### src/rtl/burst_pkg.sv
package burst_pkg;

    // Operation applied to the address register at the next edge
    typedef enum logic [2:0] {
        OP_PASS  = 3'd0,
        OP_HOLD  = 3'd1,
        OP_STEP  = 3'd2,
        OP_LOAD  = 3'd3,
        OP_CLEAR = 3'd4
    } cnt_op_e;

    // Source driven onto the address pins
    typedef enum logic [1:0] {
        RB_NONE = 2'd0,
        RB_CNT  = 2'd1,
        RB_MASK = 2'd2
    } rb_sel_e;

    // Decoded control bundle handed to the counter core
    typedef struct packed {
        logic clr;
        logic load;
        logic step;
        logic rd_any;
    } ctl_t;

    function automatic ctl_t decode_ctl(
        input logic cnt_clr,
        input logic load_n,
        input logic incr,
        input logic rd_cnt,
        input logic rd_mask
    );
        ctl_t c;
        c.clr    = cnt_clr;
        c.load   = ~load_n;
        c.step   = incr;
        c.rd_any = rd_cnt | rd_mask;
        return c;
    endfunction

    // Priority: clear, accepted load, step, then readback hold, hold, pass
    function automatic cnt_op_e pick_op(input ctl_t c, input logic counting);
        cnt_op_e op;
        if (c.clr)
            op = OP_CLEAR;
        else if (c.load && !c.rd_any)
            op = OP_LOAD;
        else if (c.step)
            op = OP_STEP;
        else if (c.rd_any || counting)
            op = OP_HOLD;
        else
            op = OP_PASS;
        return op;
    endfunction

    function automatic rb_sel_e pick_rb(input logic rd_cnt, input logic rd_mask);
        rb_sel_e s;
        if (rd_cnt)
            s = RB_CNT;
        else if (rd_mask)
            s = RB_MASK;
        else
            s = RB_NONE;
        return s;
    endfunction

endpackage

### src/rtl/burst_mask_reg.sv
module burst_mask_reg
    import burst_pkg::*;
#(
    parameter int AW = 16
) (
    input  logic          clk,
    input  logic          rst,
    input  logic          wr,
    input  logic          rd_any,
    input  logic [AW-1:0] pins,
    output logic [AW-1:0] mask
);

    localparam logic [AW-1:0] MASK_RESET = {AW{1'b1}};

    logic          take;
    logic [AW-1:0] mask_q;

    assign take = wr & ~rd_any;

    always_ff @(posedge clk) begin
        if (rst)
            mask_q <= MASK_RESET;
        else if (take)
            mask_q <= pins;
    end

    assign mask = mask_q;

    AST_MASK_WRITE: assert property (@(posedge clk) disable iff (rst)
        (wr && !rd_any) |=> (mask == $past(pins)));

    AST_MASK_RB_BLOCK: assert property (@(posedge clk) disable iff (rst)
        rd_any |=> $stable(mask));

endmodule

### src/rtl/burst_counter_core.sv
module burst_counter_core
    import burst_pkg::*;
#(
    parameter int AW = 16
) (
    input  logic          clk,
    input  logic          rst,
    input  ctl_t          ctl,
    input  logic [AW-1:0] pins,
    input  logic [AW-1:0] mask,
    output logic [AW-1:0] cnt,
    output logic          counting
);

    localparam logic [AW-1:0] ALL_ONES = {AW{1'b1}};
    localparam logic [AW-1:0] ONE      = {{(AW-1){1'b0}}, 1'b1};

    cnt_op_e       op;
    logic [AW-1:0] cnt_q;
    logic [AW-1:0] cnt_d;
    logic [AW-1:0] stepped;
    logic          mode_q;
    logic          mode_d;

    // Carry skips the fixed bits: fixed bits are forced to 1 before the add
    // so the carry ripples through them, then the sum is masked back.
    function automatic logic [AW-1:0] masked_step(
        input logic [AW-1:0] v,
        input logic [AW-1:0] m
    );
        logic [AW-1:0] sum;
        sum = (v | ~m) + ONE;
        return (sum & m) | (v & ~m);
    endfunction

    always_comb begin
        op      = pick_op(ctl, mode_q);
        stepped = masked_step(cnt_q, mask);
        cnt_d   = cnt_q;
        mode_d  = mode_q;
        unique case (op)
            OP_CLEAR: begin
                cnt_d  = '0;
                mode_d = 1'b1;
            end
            OP_LOAD: begin
                cnt_d  = pins;
                mode_d = 1'b1;
            end
            OP_STEP:  cnt_d = stepped;
            OP_HOLD:  cnt_d = cnt_q;
            OP_PASS:  cnt_d = pins;
            default:  cnt_d = cnt_q;
        endcase
    end

    always_ff @(posedge clk) begin
        if (rst) begin
            cnt_q  <= '0;
            mode_q <= 1'b0;
        end else begin
            cnt_q  <= cnt_d;
            mode_q <= mode_d;
        end
    end

    assign cnt      = cnt_q;
    assign counting = mode_q;

    AST_CLEAR_WINS: assert property (@(posedge clk) disable iff (rst)
        ctl.clr |=> (cnt == '0));

    AST_LOAD_TAKES_PINS: assert property (@(posedge clk) disable iff (rst)
        (!ctl.clr && ctl.load && !ctl.rd_any) |=> (cnt == $past(pins)));

    AST_STEP_KEEPS_FIXED: assert property (@(posedge clk) disable iff (rst)
        (!ctl.clr && !(ctl.load && !ctl.rd_any) && ctl.step)
        |=> ((cnt & ~$past(mask)) == ($past(cnt) & ~$past(mask))));

    AST_FULL_WRAP: assert property (@(posedge clk) disable iff (rst)
        (!ctl.clr && !(ctl.load && !ctl.rd_any) && ctl.step
         && mask == ALL_ONES && cnt == ALL_ONES) |=> (cnt == '0));

    AST_HOLD_STABLE: assert property (@(posedge clk) disable iff (rst)
        (!ctl.clr && !ctl.step && (counting || ctl.rd_any)
         && !(ctl.load && !ctl.rd_any)) |=> $stable(cnt));

    AST_MODE_STICKY: assert property (@(posedge clk) disable iff (rst)
        counting |=> counting);

endmodule

### src/rtl/burst_readback_mux.sv
module burst_readback_mux
    import burst_pkg::*;
#(
    parameter int AW = 16
) (
    input  logic          rd_cnt,
    input  logic          rd_mask,
    input  logic [AW-1:0] cnt,
    input  logic [AW-1:0] mask,
    output logic [AW-1:0] bus_o,
    output logic          bus_oe
);

    rb_sel_e sel;

    always_comb begin
        sel = pick_rb(rd_cnt, rd_mask);
        unique case (sel)
            RB_CNT:  begin bus_o = cnt;  bus_oe = 1'b1; end
            RB_MASK: begin bus_o = mask; bus_oe = 1'b1; end
            default: begin bus_o = '0;   bus_oe = 1'b0; end
        endcase
    end

endmodule

### src/rtl/burst_addr_gen.sv
module burst_addr_gen
    import burst_pkg::*;
#(
    parameter int AW = 16
) (
    input  logic          clk,
    input  logic          rst,
    input  logic [AW-1:0] addr_i,
    input  logic          load_n,
    input  logic          incr,
    input  logic          cnt_clr,
    input  logic          mask_wr,
    input  logic          rd_cnt,
    input  logic          rd_mask,
    output logic [AW-1:0] addr_int,
    output logic [AW-1:0] addr_o,
    output logic          addr_oe
);

    ctl_t          ctl;
    logic [AW-1:0] mask;
    logic [AW-1:0] cnt;
    logic          counting;

    assign ctl = decode_ctl(cnt_clr, load_n, incr, rd_cnt, rd_mask);

    burst_mask_reg #(.AW(AW)) u_mask (
        .clk    (clk),
        .rst    (rst),
        .wr     (mask_wr),
        .rd_any (ctl.rd_any),
        .pins   (addr_i),
        .mask   (mask)
    );

    burst_counter_core #(.AW(AW)) u_core (
        .clk      (clk),
        .rst      (rst),
        .ctl      (ctl),
        .pins     (addr_i),
        .mask     (mask),
        .cnt      (cnt),
        .counting (counting)
    );

    burst_readback_mux #(.AW(AW)) u_rb (
        .rd_cnt  (rd_cnt),
        .rd_mask (rd_mask),
        .cnt     (cnt),
        .mask    (mask),
        .bus_o   (addr_o),
        .bus_oe  (addr_oe)
    );

    assign addr_int = cnt;

    AST_RB_COUNTER_WINS: assert property (@(posedge clk) disable iff (rst)
        rd_cnt |-> (addr_oe && addr_o == addr_int));

    AST_RB_IDLE: assert property (@(posedge clk) disable iff (rst)
        (!rd_cnt && !rd_mask) |-> !addr_oe);

    AST_PASS_THROUGH: assert property (@(posedge clk) disable iff (rst)
        (!counting && !cnt_clr && load_n && !incr && !rd_cnt && !rd_mask)
        |=> (addr_int == $past(addr_i)));

endmodule

### config.mk
export PLATFORM = sky130hd
export DESIGN_NAME = burst_addr_gen
export DESIGN_NICKNAME = d
export VERILOG_FILES = /design/src/rtl/burst_pkg.sv /design/src/rtl/burst_mask_reg.sv /design/src/rtl/burst_counter_core.sv /design/src/rtl/burst_readback_mux.sv /design/src/rtl/burst_addr_gen.sv
export SDC_FILE = /design/constraint.sdc
export NUM_CORES = 1
export LEC_CHECK = 0
export BUFFER_PORTS_ARGS = -buffer_cell sky130_fd_sc_hd__buf_4
export CAP_MARGIN = 15
export CELL_PAD_IN_SITES_DETAIL_PLACEMENT = 1
export CELL_PAD_IN_SITES_GLOBAL_PLACEMENT = 1
export CORE_MARGIN = 3
export CORE_UTILIZATION = 32
export CTS_BUF_LIST = sky130_fd_sc_hd__clkbuf_4
export CTS_CLUSTER_DIAMETER = 100
export DETAILED_ROUTE_END_ITERATION = 8
export PLACE_DENSITY = 0.69
export SLEW_MARGIN = 30
export SYNTH_ARGS = -nofsm -noshare
export SYNTH_HDL_FRONTEND = slang
export SYNTH_SLANG_ARGS = --single-unit
### constraint.sdc
create_clock -name clk -period 2.4 [get_ports clk]
set_clock_uncertainty 0.1 [all_clocks]
set_input_delay 0.24 -clock clk [delete_from_list [all_inputs] [get_ports clk]]
set_output_delay 0.24 -clock clk [all_outputs]
set_load 0.01 [all_outputs]
# ---- Word-level counts from Yosys, hierarchy flattened
# Index checks and enable logic that the tools add are counted.
dict set report totals {
  reg_bits 33
  in_bits 24
  out_inout_bits 33
  wordCells 35
}
dict set report op_classes {
  n_addsub 1
  eq_ne 5
  mux 9
  bitwise_logic 9
  reduce_logical 8
}
# op n
set op_table {}
lappend op_table {{one-hot mux 16 bit (3 select lines)} 1}
lappend op_table {{AND 16 bit} 2}
lappend op_table {{bitwise OR 16 bit} 2}
lappend op_table {{one-hot mux 16 bit (2 select lines)} 1}
lappend op_table {{adder 16 x 1 -> 16 bit (second input constant)} 1}
lappend op_table {{inverter 16 bit} 1}
lappend op_table {{2-to-1 mux 3 bit} 3}
lappend op_table {{equality test 3 x 2 -> 1 bit (second input constant)} 2}
lappend op_table {{OR reduction 2 bit} 3}
lappend op_table {{2-to-1 mux 2 bit} 2}
lappend op_table {{equality test 3 bit (second input constant)} 1}
lappend op_table {{logical NOT 3 bit} 1}
lappend op_table {{nonzero test 3 bit} 1}
lappend op_table {{equality test 2 x 1 -> 1 bit (second input constant)} 1}
lappend op_table {{equality test 2 bit (second input constant)} 1}
lappend op_table {{2-to-1 mux 1 bit} 2}
lappend op_table {{inverter 1 bit} 2}
lappend op_table {{AND 1 bit} 1}
lappend op_table {{logical AND 1 bit} 1}
lappend op_table {{logical NOT 1 bit} 1}
lappend op_table {{logical OR 1 bit} 1}
lappend op_table {{bitwise OR 1 bit} 1}

# ---- Longest topological paths before layout
dict set report logic_depth {
  word_depth 9
  mapped_depth 8
  mapped_depth_nobuf 8
}

# ---- By module
# Synthesis repeated with hierarchy kept, for this count alone.
dict set report unflattened {
  cells_unflattened 244
  hier_area_um2 2059.5
}
# mod n_inst cells_each area_each_um2 seq_area_each_um2
set by_module_without_submodules {}
lappend by_module_without_submodules {burst_counter_core 1 150 1189.9 340.3}
lappend by_module_without_submodules {burst_mask_reg 1 70 660.6 320.3}
lappend by_module_without_submodules {burst_readback_mux 1 22 198.9 0.0}
lappend by_module_without_submodules {burst_addr_gen 1 2 10.0 0.0}

# ---- Worst setup path before layout
# OpenSTA, ideal clock, no wires.
dict set report synth_timing {
  kind {register to register}
  from {register u_core.cnt_q[0], in the netlist u_core.cnt[0]}
  to {register u_core.cnt_q[14], in the netlist u_core.cnt[14]}
  setup_ns 0.127
  arrival_ns 1.957
  t_required_ns 2.173
  setup_slack_ns 0.216
  path_stages_with_launch 9
  path_buffers 0
  synth_period_minus_slack_ns 2.184
  path_cell_list {dfxtp_1 inv_1 ha_1 inv_1 ha_1 or4b_4 nor2_1 a31oi_1 or3_1}
}
dict set report synth_via {
  elab_chain_len 5
}
# element line_no
set synth_lines {}
lappend synth_lines {{from (decl)} burst_counter_core.sv:19} ;# logic [AW-1:0] cnt_q;
lappend synth_lines {{from (signal assigned)} burst_counter_core.sv:62} ;# cnt_q <= cnt_d;
lappend synth_lines {{bitwise OR 16 bit} burst_counter_core.sv:32} ;# sum = (v | ~m) + ONE;
lappend synth_lines {{adder 16 x 1 -> 16 bit} burst_counter_core.sv:32}
lappend synth_lines {{AND 16 bit} burst_counter_core.sv:33} ;# return (sum & m) | (v & ~m);
lappend synth_lines {{bitwise OR 16 bit} burst_counter_core.sv:33}
lappend synth_lines {{one-hot mux 16 bit (3 select lines)} burst_counter_core.sv:41} ;# unique case (op)
# Every way passes these cells.
# A chain may end at the register's enable or synchronous reset.

# ---- Worst setup path after layout
dict set report layout_timing {
  from {register u_core.cnt_q[0], in the netlist u_core.cnt[0]}
  to {register u_core.cnt_q[6], in the netlist u_core.cnt[6]}
}
# Same word-level chain as after synthesis.

==> impl_metrics.csv <==
group,metric,value,unit
worst_hold_path,hold_path_class,"input pin to register",
synth,ys_ff_latch,33,
synth,synth_top_area_frac,0.330,
die,num_rows,28,
clock_tree,tritoncts,"done",
die,die-height,85.1,um
power_and_ir_drop,leakage,1.17,nW
synth,synth-simple-area-share,0.368,
synth,yosysSeqAreaShare,0.330,
worst_setup_path,required,2.58,ns
finish,area_delta_synth_final,30.0,%
worst_setup_path,critPathLaunchType,"register",
run,maxCapViolations,0,
power_and_ir_drop,p_per_area,490,mW/mm^2
finish,instances_no_fill,408,
synth,synthXorXnorAreaFrac,0.0262,
power_and_ir_drop,p_int,0.000910,W
clock_tree,clock_latency,0.34,ns
timing,fmax,444,MHz
synth,muxShareOfSynthArea,0,
detailed_routing,drt_iter0_drc,71,
timing,finalMaxSlewViolations,0,
timing,period_minus_slack,2.25,ns
timing,hold_violations,0,
detailed_routing,drt_wl_total,6710,um
clock_tree,cts_buffers,5,
power_and_ir_drop,swShare,0.286,
run_status,outcome,"completed",
clock_tree,cts_setup_buffers,0,
synth,synth_area_leaders,"dfxtp_1, nand2_1, nand3b_1",
worst_setup_path,endpoint_kind,"register",
timing,fin_crit_sh,0.937,
clock_tree,clk_pin_slew,0.11,ns
detailed_routing,detail_route.first_pass.iterations,4,
timing,setup_slack,0.150,ns
worst_setup_path,crit_arrival,2.43,ns
clock_tree,cts_buffer_depth,2,
detailed_routing,ant_nets,0,
power_and_ir_drop,ir_drop,0.000199,V
timing,relSlewSlack,0.500,
power_and_ir_drop,clock_power_share,0.340,
power_and_ir_drop,pwr-share-comb,0.193,
finish,drive_above_1_share,0.219,
timing,holdWs,0.0136,ns
synth,syn_nets,304,
global_route,track_usage,0.189,
worst_setup_path,slowest_stage,"or4b_4",
worst_setup_path,path_cells,"inv_1 -> ha_1 -> inv_1 -> ha_1 -> or4b_4 -> or4_1 -> a31oi_1",
timing,tns,0,ns
timing,setup_viol,0,
die,dieArea,0.00725,sq mm
clock_tree,cts_root_buf,"clkbuf_4",
synth,synth_area,0.00200,sq mm
power_and_ir_drop,switchingPower,0.000365,W
clock_tree,clock_sinks,33,
synth,syn_area_per_cell,7.21,sq um
detailed_routing,drc,0,
place,gp_congestion,0.752,
finish,fin_nets,358,
place,dp_cells,398,
global_route,grt_max_degree,43,
timing,worst_pin_slew,0.750,ns
synth,synth_cells,278,
timing,rsz0062_at_grt,"false",
finish,fin_util,0.435,
global_route,gr-total-overflow,0,
synth,synth.distinct_cells,41,
synth,synthAdderAreaFrac,0.0125,
die,core-area,0.00599,sq mm
global_route,grt_pass1_wl,11000,um
place,io_buffer_count,56,
worst_setup_path,critPathKind,"register to register",
detailed_routing,routed_via_density,5.46,
place,pre_cts_slack,0.0867,ns
power_and_ir_drop,p_seq_frac,0.467,
finish,antenna_cells,0,
place,place_hpwl,4760,um
finish,layout_common_cells,"nand2_1, buf_4, dfxtp_1",
synth,yosys_warnings,0,
synth,synth_top_family_by_area,"simple AND/OR/NAND/NOR gates",
die,start_util,0.335,
die,io_pins,57,
detailed_routing,routedWlPerCell,16.4,um
worst_setup_path,worstPathMaxFanout,5,
finish,final_common_cell,"nand2_1",
global_route,antenna_found_initial,0,
synth,yosys.area.top_type,"dfxtp_1",
clock_tree,cts.htree.levels,2,
detailed_routing,vias,2228,
die,die_w,85.1,um
worst_setup_path,slowest_delay,0.53,ns
global_route,grt_pass1_vias,2257,
synth,synth_compound_area_frac,0.212,
## synthesized netlist by cell type (all sizes together)
master   count
xor2         3
a211o        3
o22ai        6
or4b         1
or4          1
a41oi        1
nor3b        1
nand3        4
nor2        14
and4         4
nand4        2
dfxtp       33
clkbuf      16
a21oi        5
o21a         1
o2111ai      1
buf          1
nand2b       9
nor4         1
a211oi       1
inv         10
o21ai       23
and3b        2
o2111a       1
a222oi       1
ha           2
a31oi        6
or3          4
nand2       69
or2b         1
and3         1
o211ai       2
a221oi       2
nand3b      18
xnor2        3
a22oi       10
and2         2
a2bb2oi      2
nor2b        3
nor3         7
nand4b       1
## layer usage
layer	wire length, um	global-route usage	vias to the layer above
met5	0	0	-
met4	38	0.0360	0
met1	3060	0.251	1087
li1	-	-	1088
met3	347	0.0388	4
met2	3260	0.320	49
## worst paths after layout
kind | startpoint | endpoint | slack (ns) | cells past startpoint
hold / removal | addr_i[5] | u_mask.mask[5] | 0.01 | 3
setup reg to reg | u_core.cnt[0] | u_core.cnt[6] | 0.15 | 7
setup / recovery | u_core.cnt[0] | u_core.cnt[6] | 0.15 | 7
hold reg to reg | u_mask.mask[15] | u_mask.mask[15] | 0.41 | 2
## state kept, by name, indices dropped and copies added (netlist names)
signal	count
u_core.cnt	16
u_core.counting	1
u_mask.mask	16
## critical path, delay by kind of cell (launching register included)
| family | cells | cell delay, ns |
|---|---|---|
| AO/OA/AOI/OAI | 1 | 0.16 |
| adder cells (fa/ha/maj) | 2 | 0.41 |
| buffers and inverters | 2 | 0.13 |
| flip-flops | 1 | 0.38 |
| AND/OR/NAND/NOR | 2 | 1.01 |
## final cells by class
type	instances	area, sq um
clock inverter	2	33.8
timing repair buffer	64	485
fill	770	3390
inverter	10	37.5
sequential	33	661
tap	75	93.8
clock buffer	6	45.0
multi-input combinational	218	1250
## cell families after synthesis
family / count (synthesis)
adder cells (fa/ha/maj): 2
AO/OA/AOI/OAI: 65
flip-flops: 33
buffers and inverters: 27
XOR/XNOR: 6
AND/OR/NAND/NOR: 145
## power by group through the flow
| stage | logic [W] | registers (W) | clock network, W |
|---|---|---|---|
| finish | 0.000246 | 0.000596 | 0.000434 |
| global route | 0.000274 | 0.000601 | 0.000467 |
| CTS | 0.000248 | 0.000596 | 0.000446 |
| detailed placement | 0.000245 | 0.000608 | 0 |
| global placement | 0.000240 | 0.000608 | 0 |
| floorplan | 0.000128 | 0.000604 | 0 |
## per-stage QoR
step | cell area (sq um) | power [W]
after floorplan | 2000 | 0.000732
after global placement | 2500 | 0.000848
after detailed placement | 2500 | 0.000853
after CTS | 2590 | 0.00129
after global routing | 2610 | 0.00134
final | 2610 | 0.00128
## what timing repair did
action | CTS | global route
hold endpoints to repair | 1 | 1
resized for setup | 0 | 2
setup endpoints to repair | 0 | 2
hold buffers | 1 | 1
Note: power is estimated with default switching activity, not from simulation.
